### src/rtl/ir_carr_pkg.sv
package ir_carr_pkg;
  localparam int unsigned HALF_W = 6;

  typedef enum logic [2:0] {
    SEL_DIV1  = 3'd0,
    SEL_DIV4  = 3'd1,
    SEL_DIV8  = 3'd2,
    SEL_DIV12 = 3'd3,
    SEL_DIV64 = 3'd4,
    SEL_DIV96 = 3'd5,
    SEL_HIGH  = 3'd6,
    SEL_HIGH2 = 3'd7
  } carr_sel_e;

  // half-period length in clocks; 1 for non-dividing codes
  function automatic logic [HALF_W-1:0] half_of(carr_sel_e s);
    logic [HALF_W-1:0] h;
    case (s)
      SEL_DIV4:  h = HALF_W'(2);
      SEL_DIV8:  h = HALF_W'(4);
      SEL_DIV12: h = HALF_W'(6);
      SEL_DIV64: h = HALF_W'(32);
      SEL_DIV96: h = HALF_W'(48);
      default:   h = HALF_W'(1);
    endcase
    return h;
  endfunction
endpackage

### src/rtl/ir_carr_div.sv
module ir_carr_div #(
  parameter int unsigned HALF_W = 6
) (
  input  logic              clk_i,
  input  logic              rst_ni,
  input  logic              restart_i,
  input  logic [HALF_W-1:0] half_i,
  output logic              ph_o,
  output logic              last_o
);
  logic [HALF_W-1:0] cnt_q;
  logic              ph_q;

  assign last_o = (cnt_q == half_i - 1'b1);
  assign ph_o   = ph_q;

  always_ff @(posedge clk_i or negedge rst_ni) begin
    if (!rst_ni) begin
      cnt_q <= '0;
      ph_q  <= 1'b0;
    end else if (restart_i) begin
      cnt_q <= '0;
      ph_q  <= 1'b0;
    end else if (last_o) begin
      cnt_q <= '0;
      ph_q  <= ~ph_q;
    end else begin
      cnt_q <= cnt_q + 1'b1;
    end
  end

  AST_DIV_RANGE: assert property (@(posedge clk_i) disable iff (!rst_ni)
    cnt_q < half_i);
  AST_PH_ONLY_AT_END: assert property (@(posedge clk_i) disable iff (!rst_ni)
    (!last_o && !restart_i) |=> $stable(ph_q));
endmodule

### src/rtl/ir_carr_tmr.sv
module ir_carr_tmr #(
  parameter int unsigned TMR_W = 8
) (
  input  logic             clk_i,
  input  logic             rst_ni,
  input  logic             rld_we_i,
  input  logic [TMR_W-1:0] rld_wd_i,
  input  logic             start_we_i,
  input  logic             start_i,
  output logic             uf_o
);
  logic [TMR_W-1:0] reload_q;
  logic [TMR_W-1:0] cnt_q;
  logic             run_q;
  logic [TMR_W-1:0] load_val;

  assign load_val = rld_we_i ? rld_wd_i : reload_q;
  assign uf_o     = run_q && (cnt_q == '0);

  always_ff @(posedge clk_i or negedge rst_ni) begin
    if (!rst_ni) reload_q <= '0;
    else if (rld_we_i) reload_q <= rld_wd_i;
  end

  always_ff @(posedge clk_i or negedge rst_ni) begin
    if (!rst_ni) begin
      run_q <= 1'b0;
      cnt_q <= '0;
    end else if (start_we_i) begin
      run_q <= start_i;
      if (start_i) cnt_q <= load_val;
    end else if (run_q) begin
      cnt_q <= uf_o ? reload_q : cnt_q - 1'b1;
    end
  end

  AST_RELOAD: assert property (@(posedge clk_i) disable iff (!rst_ni)
    (uf_o && !start_we_i) |=> (cnt_q == $past(reload_q)));
  AST_COUNT_ON: assert property (@(posedge clk_i) disable iff (!rst_ni)
    (run_q && !uf_o && !start_we_i) |=> (cnt_q == $past(cnt_q) - 1'b1));
  AST_HALTED: assert property (@(posedge clk_i) disable iff (!rst_ni)
    (!run_q && !start_we_i) |=> $stable(cnt_q));
endmodule

### src/rtl/ir_carr_gate.sv
module ir_carr_gate (
  input  logic clk_i,
  input  logic rst_ni,
  input  logic mode_div1_i,
  input  logic mode_high_i,
  input  logic ph_i,
  input  logic last_i,
  input  logic uf_i,
  input  logic start_i,
  input  logic auto_i,
  input  logic oe_i,
  output logic carr_o
);
  logic agate_q;
  logic gate_q;
  logic g1_q;
  logic src;
  logic upd;

  assign src = auto_i ? agate_q : oe_i;
  // safe to move the gate while low or on the edge closing a high half
  assign upd = mode_div1_i | mode_high_i | ~ph_i | last_i;

  always_ff @(posedge clk_i or negedge rst_ni) begin
    if (!rst_ni) agate_q <= 1'b0;
    else if (start_i) agate_q <= 1'b0;
    else if (uf_i) agate_q <= ~agate_q;
  end

  always_ff @(posedge clk_i or negedge rst_ni) begin
    if (!rst_ni) gate_q <= 1'b0;
    else if (upd) gate_q <= src;
  end

  // divide-by-1 enable moves only while the clock is low
  always_ff @(negedge clk_i or negedge rst_ni) begin
    if (!rst_ni) g1_q <= 1'b0;
    else g1_q <= src;
  end

  always_comb begin
    if (mode_high_i)      carr_o = gate_q;
    else if (mode_div1_i) carr_o = clk_i & g1_q;
    else                  carr_o = ph_i & gate_q;
  end

  AST_NO_RUNT: assert property (@(posedge clk_i) disable iff (!rst_ni)
    (!mode_div1_i && !mode_high_i && ph_i && !last_i) |=> $stable(gate_q));
  AST_HIGH_FOLLOW: assert property (@(posedge clk_i) disable iff (!rst_ni)
    mode_high_i |=> (gate_q == $past(src)));
  AST_AUTO_TOGGLE: assert property (@(posedge clk_i) disable iff (!rst_ni)
    (uf_i && !start_i) |=> (agate_q != $past(agate_q)));
endmodule

### src/rtl/ir_carrier_gen.sv
module ir_carrier_gen
  import ir_carr_pkg::*;
#(
  parameter int unsigned TMR_W  = 8,
  parameter int unsigned CTL_W  = 4,
  parameter int unsigned OE_BIT = 3
) (
  input  logic             clk_i,
  input  logic             rst_ni,
  input  logic             cfg_we_i,
  input  logic [2:0]       cfg_sel_i,
  input  logic             ctl_we_i,
  input  logic [CTL_W-1:0] ctl_wd_i,
  input  logic             rld_we_i,
  input  logic [TMR_W-1:0] rld_wd_i,
  input  logic             tmr_we_i,
  input  logic             tmr_start_i,
  input  logic             tmr_auto_i,
  input  logic             flg_we_i,
  input  logic             flg_wd_i,
  output logic             carr_o,
  output logic             tmr_uf_o
);
  carr_sel_e         sel_q;
  logic              oe_q;
  logic              auto_q;
  logic              flag_q;
  logic              uf;
  logic              ph;
  logic              last;
  logic              mode_div1;
  logic              mode_high;
  logic [HALF_W-1:0] half;
  logic              ctl_unused;

  assign ctl_unused = ^ctl_wd_i[OE_BIT-1:0];
  assign mode_div1  = (sel_q == SEL_DIV1);
  assign mode_high  = (sel_q == SEL_HIGH) || (sel_q == SEL_HIGH2);
  assign half       = half_of(sel_q);
  assign tmr_uf_o   = flag_q;

  always_ff @(posedge clk_i or negedge rst_ni) begin
    if (!rst_ni) begin
      sel_q  <= SEL_DIV1;
      oe_q   <= 1'b0;
      auto_q <= 1'b0;
    end else begin
      if (cfg_we_i) sel_q  <= carr_sel_e'(cfg_sel_i);
      if (ctl_we_i) oe_q   <= ctl_wd_i[OE_BIT];
      if (tmr_we_i) auto_q <= tmr_auto_i;
    end
  end

  always_ff @(posedge clk_i or negedge rst_ni) begin
    if (!rst_ni) flag_q <= 1'b0;
    else if (uf) flag_q <= 1'b1;
    else if (flg_we_i && flg_wd_i) flag_q <= 1'b0;
  end

  ir_carr_div #(.HALF_W(HALF_W)) u_div (
    .clk_i     (clk_i),
    .rst_ni    (rst_ni),
    .restart_i (cfg_we_i),
    .half_i    (half),
    .ph_o      (ph),
    .last_o    (last)
  );

  ir_carr_tmr #(.TMR_W(TMR_W)) u_tmr (
    .clk_i      (clk_i),
    .rst_ni     (rst_ni),
    .rld_we_i   (rld_we_i),
    .rld_wd_i   (rld_wd_i),
    .start_we_i (tmr_we_i),
    .start_i    (tmr_start_i),
    .uf_o       (uf)
  );

  ir_carr_gate u_gate (
    .clk_i       (clk_i),
    .rst_ni      (rst_ni),
    .mode_div1_i (mode_div1),
    .mode_high_i (mode_high),
    .ph_i        (ph),
    .last_i      (last),
    .uf_i        (uf),
    .start_i     (tmr_we_i & tmr_start_i),
    .auto_i      (auto_q),
    .oe_i        (oe_q),
    .carr_o      (carr_o)
  );

  AST_FLAG_SET: assert property (@(posedge clk_i) disable iff (!rst_ni)
    uf |=> tmr_uf_o);
  AST_FLAG_HOLD: assert property (@(posedge clk_i) disable iff (!rst_ni)
    (tmr_uf_o && !(flg_we_i && flg_wd_i)) |=> tmr_uf_o);
endmodule

### config.mk
export PLATFORM = sky130hd
export DESIGN_NAME = ir_carrier_gen
export DESIGN_NICKNAME = d
export VERILOG_FILES = /design/src/rtl/ir_carr_pkg.sv /design/src/rtl/ir_carr_div.sv /design/src/rtl/ir_carr_tmr.sv /design/src/rtl/ir_carr_gate.sv /design/src/rtl/ir_carrier_gen.sv
export SDC_FILE = /design/constraint.sdc
export NUM_CORES = 1
export LEC_CHECK = 0
export CAP_MARGIN = 15
export CORE_MARGIN = 3
export CORE_UTILIZATION = 45
export CTS_CLUSTER_SIZE = 14
export DETAILED_ROUTE_END_ITERATION = 8
export DONT_BUFFER_PORTS = 1
export GPL_TIMING_DRIVEN = 0
export PLACE_DENSITY_LB_ADDON = 0.15
export RECOVER_POWER = 25
export SLEW_MARGIN = 40
export SYNTH_ARGS = -nofsm -noshare
export SYNTH_HDL_FRONTEND = slang
export SYNTH_HIERARCHICAL = 1
export SYNTH_SLANG_ARGS = --single-unit
### constraint.sdc
create_clock -name clk_i -period 2.5 [get_ports clk_i]
set_clock_uncertainty 0.05 [all_clocks]
set_input_delay 0.125 -clock clk_i [delete_from_list [all_inputs] [get_ports clk_i]]
set_output_delay 0.125 -clock clk_i [all_outputs]
set_load 0.01 [all_outputs]
==> results of run 1 <==
-- registers in the layout, indices dropped and copies added (netlist names), 3 cells and up --
register / count
sel_q: 3
u_tmr/cnt_q: 8
u_div/cnt_q: 6
u_tmr/reload_q: 8
-- cells in the mapped netlist, types with 3 or more instances --
master,instances
dfrtp_1,32
mux2_2,13
nor2_1,11
nand2_1,10
o21ai_0,10
inv_1,9
xor2_1,8
xnor2_1,7
a21oi_1,6
nor2b_1,6
nor3_1,5
ha_1,4
clkbuf_1,3
nand2b_1,3
nor3_2,3
nor4_1,3
-- critical path, stage by stage (launching register included) --
cell and delay [ns]:
dfrtn_1 0.40, nand4b_1 0.10, nand2_1 0.13
-- metal layers --
| metal | GRT usage (%) | up-vias | wire (um) |
|---|---|---|---|
| li1 | - | 699 | - |
| met5 | 0 | - | 0 |
| met2 | 32.1 | 20 | 2240 |
| met3 | 6.25 | 5 | 132 |
| met4 | 8.56 | 0 | 45 |
| met1 | 21.0 | 732 | 1710 |
-- cell families (layout without fill, tap and decap cells) --
family	after synthesis	count (layout)	share of synthesized area (%)
multiplexers	18	18	11.0
XOR/XNOR	15	15	6.96
AND/OR/NAND/NOR	59	59	18.8
adder cells (fa/ha/maj)	4	4	2.65
other	1	4	0.199
flip-flops	33	33	43.7
AO/OA/AOI/OAI	33	33	11.8
buffers and inverters	16	52	4.84
-- path summary, 6_finish.rpt --
check | slack (ns) | end | from
max | 0.04 | carr_o | u_gate/g1_q$_DFF_NN0_
min reg2reg | 0.47 | u_gate/gate_q$_DFFE_PN0P_ | u_gate/gate_q$_DFFE_PN0P_
max reg2reg | 0.08 | u_gate/gate_q$_DFFE_PN0P_ | sel_q[2]$_DFFE_PN0P_
min | 0.06 | u_tmr/cnt_q[2]$_DFFE_PN0P_ | tmr_start_i
max in group asynchronous | 0.60 | sel_q[2]$_DFFE_PN0P_ | rst_ni
min in group asynchronous | 0.50 | u_gate/g1_q$_DFF_NN0_ | rst_ni
-- metrics by stage --
stage          cell area (um2)  setup slack [ns]  power, mW  utilization (%)  hold slack [ns]
6_report                  2390            0.0400       1.58             62.1           0.0576
5_1_grt                   2390           0.00159       1.69             62.1           0.0481
4_1_cts                   2360            0.0238       1.58             61.2           0.0267
3_5_place_dp              1960            0.0874      0.986             50.8           -0.220
3_3_place_gp              1960            0.0934      0.973             50.8           -0.220
2_1_floorplan             1900             0.232      0.923                -           -0.221
-- power groups by stage --
stage	Clock, mW	Sequential, mW	Combinational, mW
CTS	0.546	0.669	0.360
detailed placement	0.00267	0.678	0.306
global placement	0.00267	0.675	0.295
floorplan	0.00267	0.659	0.261
global route	0.577	0.682	0.434
finish	0.526	0.671	0.387
-- what timing repair did --
item,CTS,global route
hold buffers,26,0
hold endpoints to repair,57,0
endpoints found under the setup margin,0,8
gates resized for setup,0,9
-- layout make-up --
class | count | area, um2
Sequential cell | 33 | 827
Fill cell | 342 | 1460
Buffer | 6 | 41.3
Inverter | 10 | 50.0
Clock buffer | 10 | 128
Multi-Input combinational cell | 133 | 1030
Tap cell | 48 | 60.1
Timing Repair Buffer | 26 | 254
==> impl_metrics.py, run 1 <==
metrics = {
    "sta": {
        "setup_viol": 0,
        "hold_viol_final": 0,
        "setup_tns_ns": 0,
        "max_slew_margin_pct": -14.1,
        "rsz0062_at_grt": "false",
        "finalMaxSlewViolations": 33,
        "tightestPinTransition_ns": 1.71,
    },
    "die": {
        "start_util_pct": 49.0,
        "core_mm2": 0.00385,
        "dieArea_mm2": 0.00501,
        "ioPinCount": 27,
        "die_w_um": 70.8,
        "fp-row-count": 22,
        "die_h_um": 70.8,
    },
    "min_path": {
        "min_path_type": "in2reg",
        "min_path_cells": 3,
    },
    "detailed_routing": {
        "postRouteAntennaNets": 0,
        "wl_um": 4130,
        "wl_per_cell_um": 15.5,
        "drt_pre_antenna_iters": 4,
        "drt-vias-per-instance": 5.47,
        "drt_iter0_drc": 59,
        "vias": 1456,
        "drc_errors": 0,
    },
    "power_and_ir_drop": {
        "leakagePower_nw": 1.05,
        "intPower_mw": 1.12,
        "max-vdd-ir-drop_uv": 373,
        "swShare_pct": 29.1,
        "power_frac_clock_pct": 33.2,
        "switchingPower_uw": 462,
        "seq_power_share_pct": 42.4,
        "pwr-share-comb_pct": 24.4,
        "power_density_mw_per_mm2": 662,
    },
    "synth": {
        "synth_ff_type": "dfrtp_1",
        "synth_area_mm2": 0.00189,
        "async_reset_ff_share_pct": 100,
        "yosys.area.top_type": "dfrtp_1",
        "synth_cells": 179,
        "syn_area_per_cell_um2": 10.5,
        "ys_seq_area_share_pct": 43.7,
        "synthTopCellsByArea": "dfrtp_1 42%, mux2_2 7.8%, xor2_1 3.7%, xnor2_1 3.2%, ha_1 2.7%",
        "synth-seq-cells": 33,
        "synth_edf_count": 0,
        "netlist.area_leader.share_pct": 42.4,
        "yosys_warnings": 6,
        "synth_cell_type_count": 52,
    },
    "critical_path": {
        "required_ns": 2.33,
        "critPathCaptureType": "output pin",
        "critPathMaxFanout": 1,
        "crit_arrival_ns": 2.29,
        "crit_path_start_kind": "register",
        "crit_type": "reg2out",
        "ff2ff_path_depth": 8,
    },
    "cells_and_area": {
        "drive_above_1_share_pct": 20.6,
        "diodes": 0,
        "area_growth_pct": 26.8,
        "layout_commonest_cell": "dfrtp_1",
        "stdcell_count": 266,
        "layout_common_cells": "31 x dfrtp_1, 25 x dlygate4sd3_1, 13 x mux2_2, 11 x nor2_1",
        "layout.nets": 247,
    },
    "global_route": {
        "grt_max_degree": 33,
        "antenna_found_initial": 0,
        "grt.total_usage_pct": 18.7,
        "grt_pass1_wl_um": 7140,
        "grt_pass1_vias": 1569,
        "overflow": 0,
    },
    "place": {
        "finalWeightedCongestion": 0.789,
        "portBuffers": 0,
        "dp_cells": 230,
        "dp_hpwl_um": 2690,
    },
    "clocking": {
        "worst_skew_pair.late_latency_ns": 0.38,
        "cts_setup_buffers": 0,
        "cts_tree": "yes",
        "clkTransAtPathRegs_ns": 0.06,
    },
    "run_status": {
        "violations": "capacitance limit, slew limit",
        "status": "complete, but fails checks",
    },
    "job": {
        "maxCapViolations": 1,
    },
}
(Power assumes the default switching activity.)
==> inputs of run 2 (changes only) <==
--- a/config.mk
+++ b/config.mk
@@ -12,6 +12,7 @@
 export DETAILED_ROUTE_END_ITERATION = 8
 export DONT_BUFFER_PORTS = 1
 export GPL_TIMING_DRIVEN = 0
+export MAX_ROUTING_LAYER = met4
 export PLACE_DENSITY_LB_ADDON = 0.15
 export RECOVER_POWER = 25
 export SLEW_MARGIN = 40
==> impl_metrics.py, run 2 (synthesis gave the netlist of run 1 again) <==
metrics = {
    "power_and_ir_drop": {
        "pwr-share-comb_pct": 24.4,
        "seq_power_share_pct": 42.4,
        "power_density_mw_per_mm2": 661,
        "power_frac_clock_pct": 33.2,
        "switchingPower_uw": 461,
        "swShare_pct": 29.1,
        "leakagePower_nw": 1.05,
        "intPower_mw": 1.12,
        "max-vdd-ir-drop_uv": 371,
        "power_mw": 1.58,
    },
    "critical_path": {
        "critPathLaunch": "u_gate/g1_q$_DFF_NN0_",
        "crit_arrival_ns": 2.28,
        "cp_cell_sequence": "nand4b_1 -> nand2_1",
        "crit_buf_inv": 0,
        "r2r-start": "sel_q[2]$_DFFE_PN0P_",
        "crit_slowest_cell": "dfrtn_1",
        "crit_type": "reg2out",
        "required_ns": 2.33,
        "critPathTopFamily": "flip-flops",
        "critPathMaxFanout": 1,
        "cpPeakStageDelay_ns": 0.40,
        "crit_path_start_kind": "register",
        "critPathCaptureType": "output pin",
    },
    "place": {
        "pre_cts_slack_ns": 0.0874,
        "portBuffers": 0,
        "dp_cells": 230,
        "dpl_cell_area_mm2": 0.00196,
        "dp_hpwl_um": 2690,
        "finalWeightedCongestion": 0.800,
    },
    "cells_and_area": {
        "stdcell_count": 266,
        "diodes": 0,
        "fin_util_pct": 62.1,
        "layout_common_cells": "31 x dfrtp_1, 25 x dlygate4sd3_1, 13 x mux2_2, 11 x nor2_1",
        "final_cell_area_mm2": 0.00239,
        "layout.nets": 247,
        "reg.largest.list": "u_tmr/cnt_q: 8 flops, u_tmr/reload_q: 8 flops, u_div/cnt_q: 6 flops",
        "layout_commonest_cell": "dfrtp_1",
        "area_growth_pct": 26.8,
        "drive_above_1_share_pct": 20.6,
    },
    "detailed_routing": {
        "drt_pre_antenna_iters": 4,
        "drc_errors": 0,
        "wl_um": 4130,
        "drt_iter0_drc": 63,
        "wl_per_cell_um": 15.5,
        "vias": 1449,
        "postRouteAntennaNets": 0,
        "drt-vias-per-instance": 5.45,
    },
    "sta": {
        "finalMaxSlewViolations": 33,
        "setup_tns_ns": 0,
        "tightestPinTransition_ns": 1.71,
        "max_slew_margin_pct": -14.1,
        "rsz0062_at_grt": "false",
        "setup_slack_ns": 0.0400,
        "holdWs_ns": 0.0555,
        "hold_viol_final": 0,
        "setup_viol": 0,
    },
    "die": {
        "dieArea_mm2": 0.00501,
        "ioPinCount": 27,
        "start_util_pct": 49.0,
        "die_h_um": 70.8,
        "fp-row-count": 22,
        "die_w_um": 70.8,
        "core_mm2": 0.00385,
    },
    "clocking": {
        "clkTransAtPathRegs_ns": 0.06,
        "cts_tree": "yes",
        "worst_skew_pair.late_latency_ns": 0.38,
    },
    "job": {
        "maxCapViolations": 1,
    },
    "global_route": {
        "antenna_found_initial": 0,
        "grt_pass1_vias": 1569,
        "grt_max_degree": 33,
        "grt.total_usage_pct": 19.3,
        "grt_pass1_wl_um": 7130,
        "overflow": 0,
    },
    "run_status": {
        "status": "complete, but fails checks",
        "violations": "capacitance limit, slew limit",
    },
    "min_path": {
        "hold_start": "tmr_start_i",
        "min_path_type": "in2reg",
    },
}
[run 2: cell counts in the layout (fill, tap and decap cells not counted)]
Identical to the previous run, type by type.
[run 2: layer usage]
layer	GRT usage (%)	wire length [um]
met3	6.25	126
met4	8.56	45
met5	-	0
met1	20.8	1710
met2	32.2	2250
[run 2: cell type report]
cell class	instances	area (um2)
plain buffers	6	41.3
clock buffers	10	128
fillers	342	1460
inverters	10	50.0
multi-input cells	133	1030
flip-flops and latches	33	827
well taps	48	60.1
repair buffers	26	254
[run 2: power groups by stage]
stage	combinational (mW)	clock [mW]	sequential, mW
after floorplan	0.261	0.00267	0.659
after global placement	0.295	0.00267	0.675
after CTS	0.360	0.546	0.669
final	0.387	0.525	0.671
after global routing	0.434	0.577	0.682
after detailed placement	0.306	0.00267	0.678
[run 2: final timing paths]
kind | endpoint | slack (ns) | cells past startpoint
setup / recovery | carr_o | 0.04 | 2
hold / removal | u_tmr/cnt_q[2]$_DFFE_PN0P_ | 0.06 | 3
setup reg to reg | u_gate/gate_q$_DFFE_PN0P_ | 0.08 | 8
hold reg to reg | u_gate/gate_q$_DFFE_PN0P_ | 0.47 | 1
max in group asynchronous | sel_q[2]$_DFFE_PN0P_ | 0.60 | 2
min in group asynchronous | u_gate/g1_q$_DFF_NN0_ | 0.50 | 0
[run 2: what timing repair did]
| item | CTS | global route |
|---|---|---|
| resized for setup | 0 | 9 |
| buffers inserted | 0 | 0 |
| endpoints found under the setup margin | 0 | 8 |
| endpoints found under the hold margin | 57 | 0 |
| hold buffers | 26 | 0 |
[run 2: tightest hold or removal path: stages]
cell	delay, ns
nand2_1	0.09
o22ai_1	0.17
a31oi_1	0.06
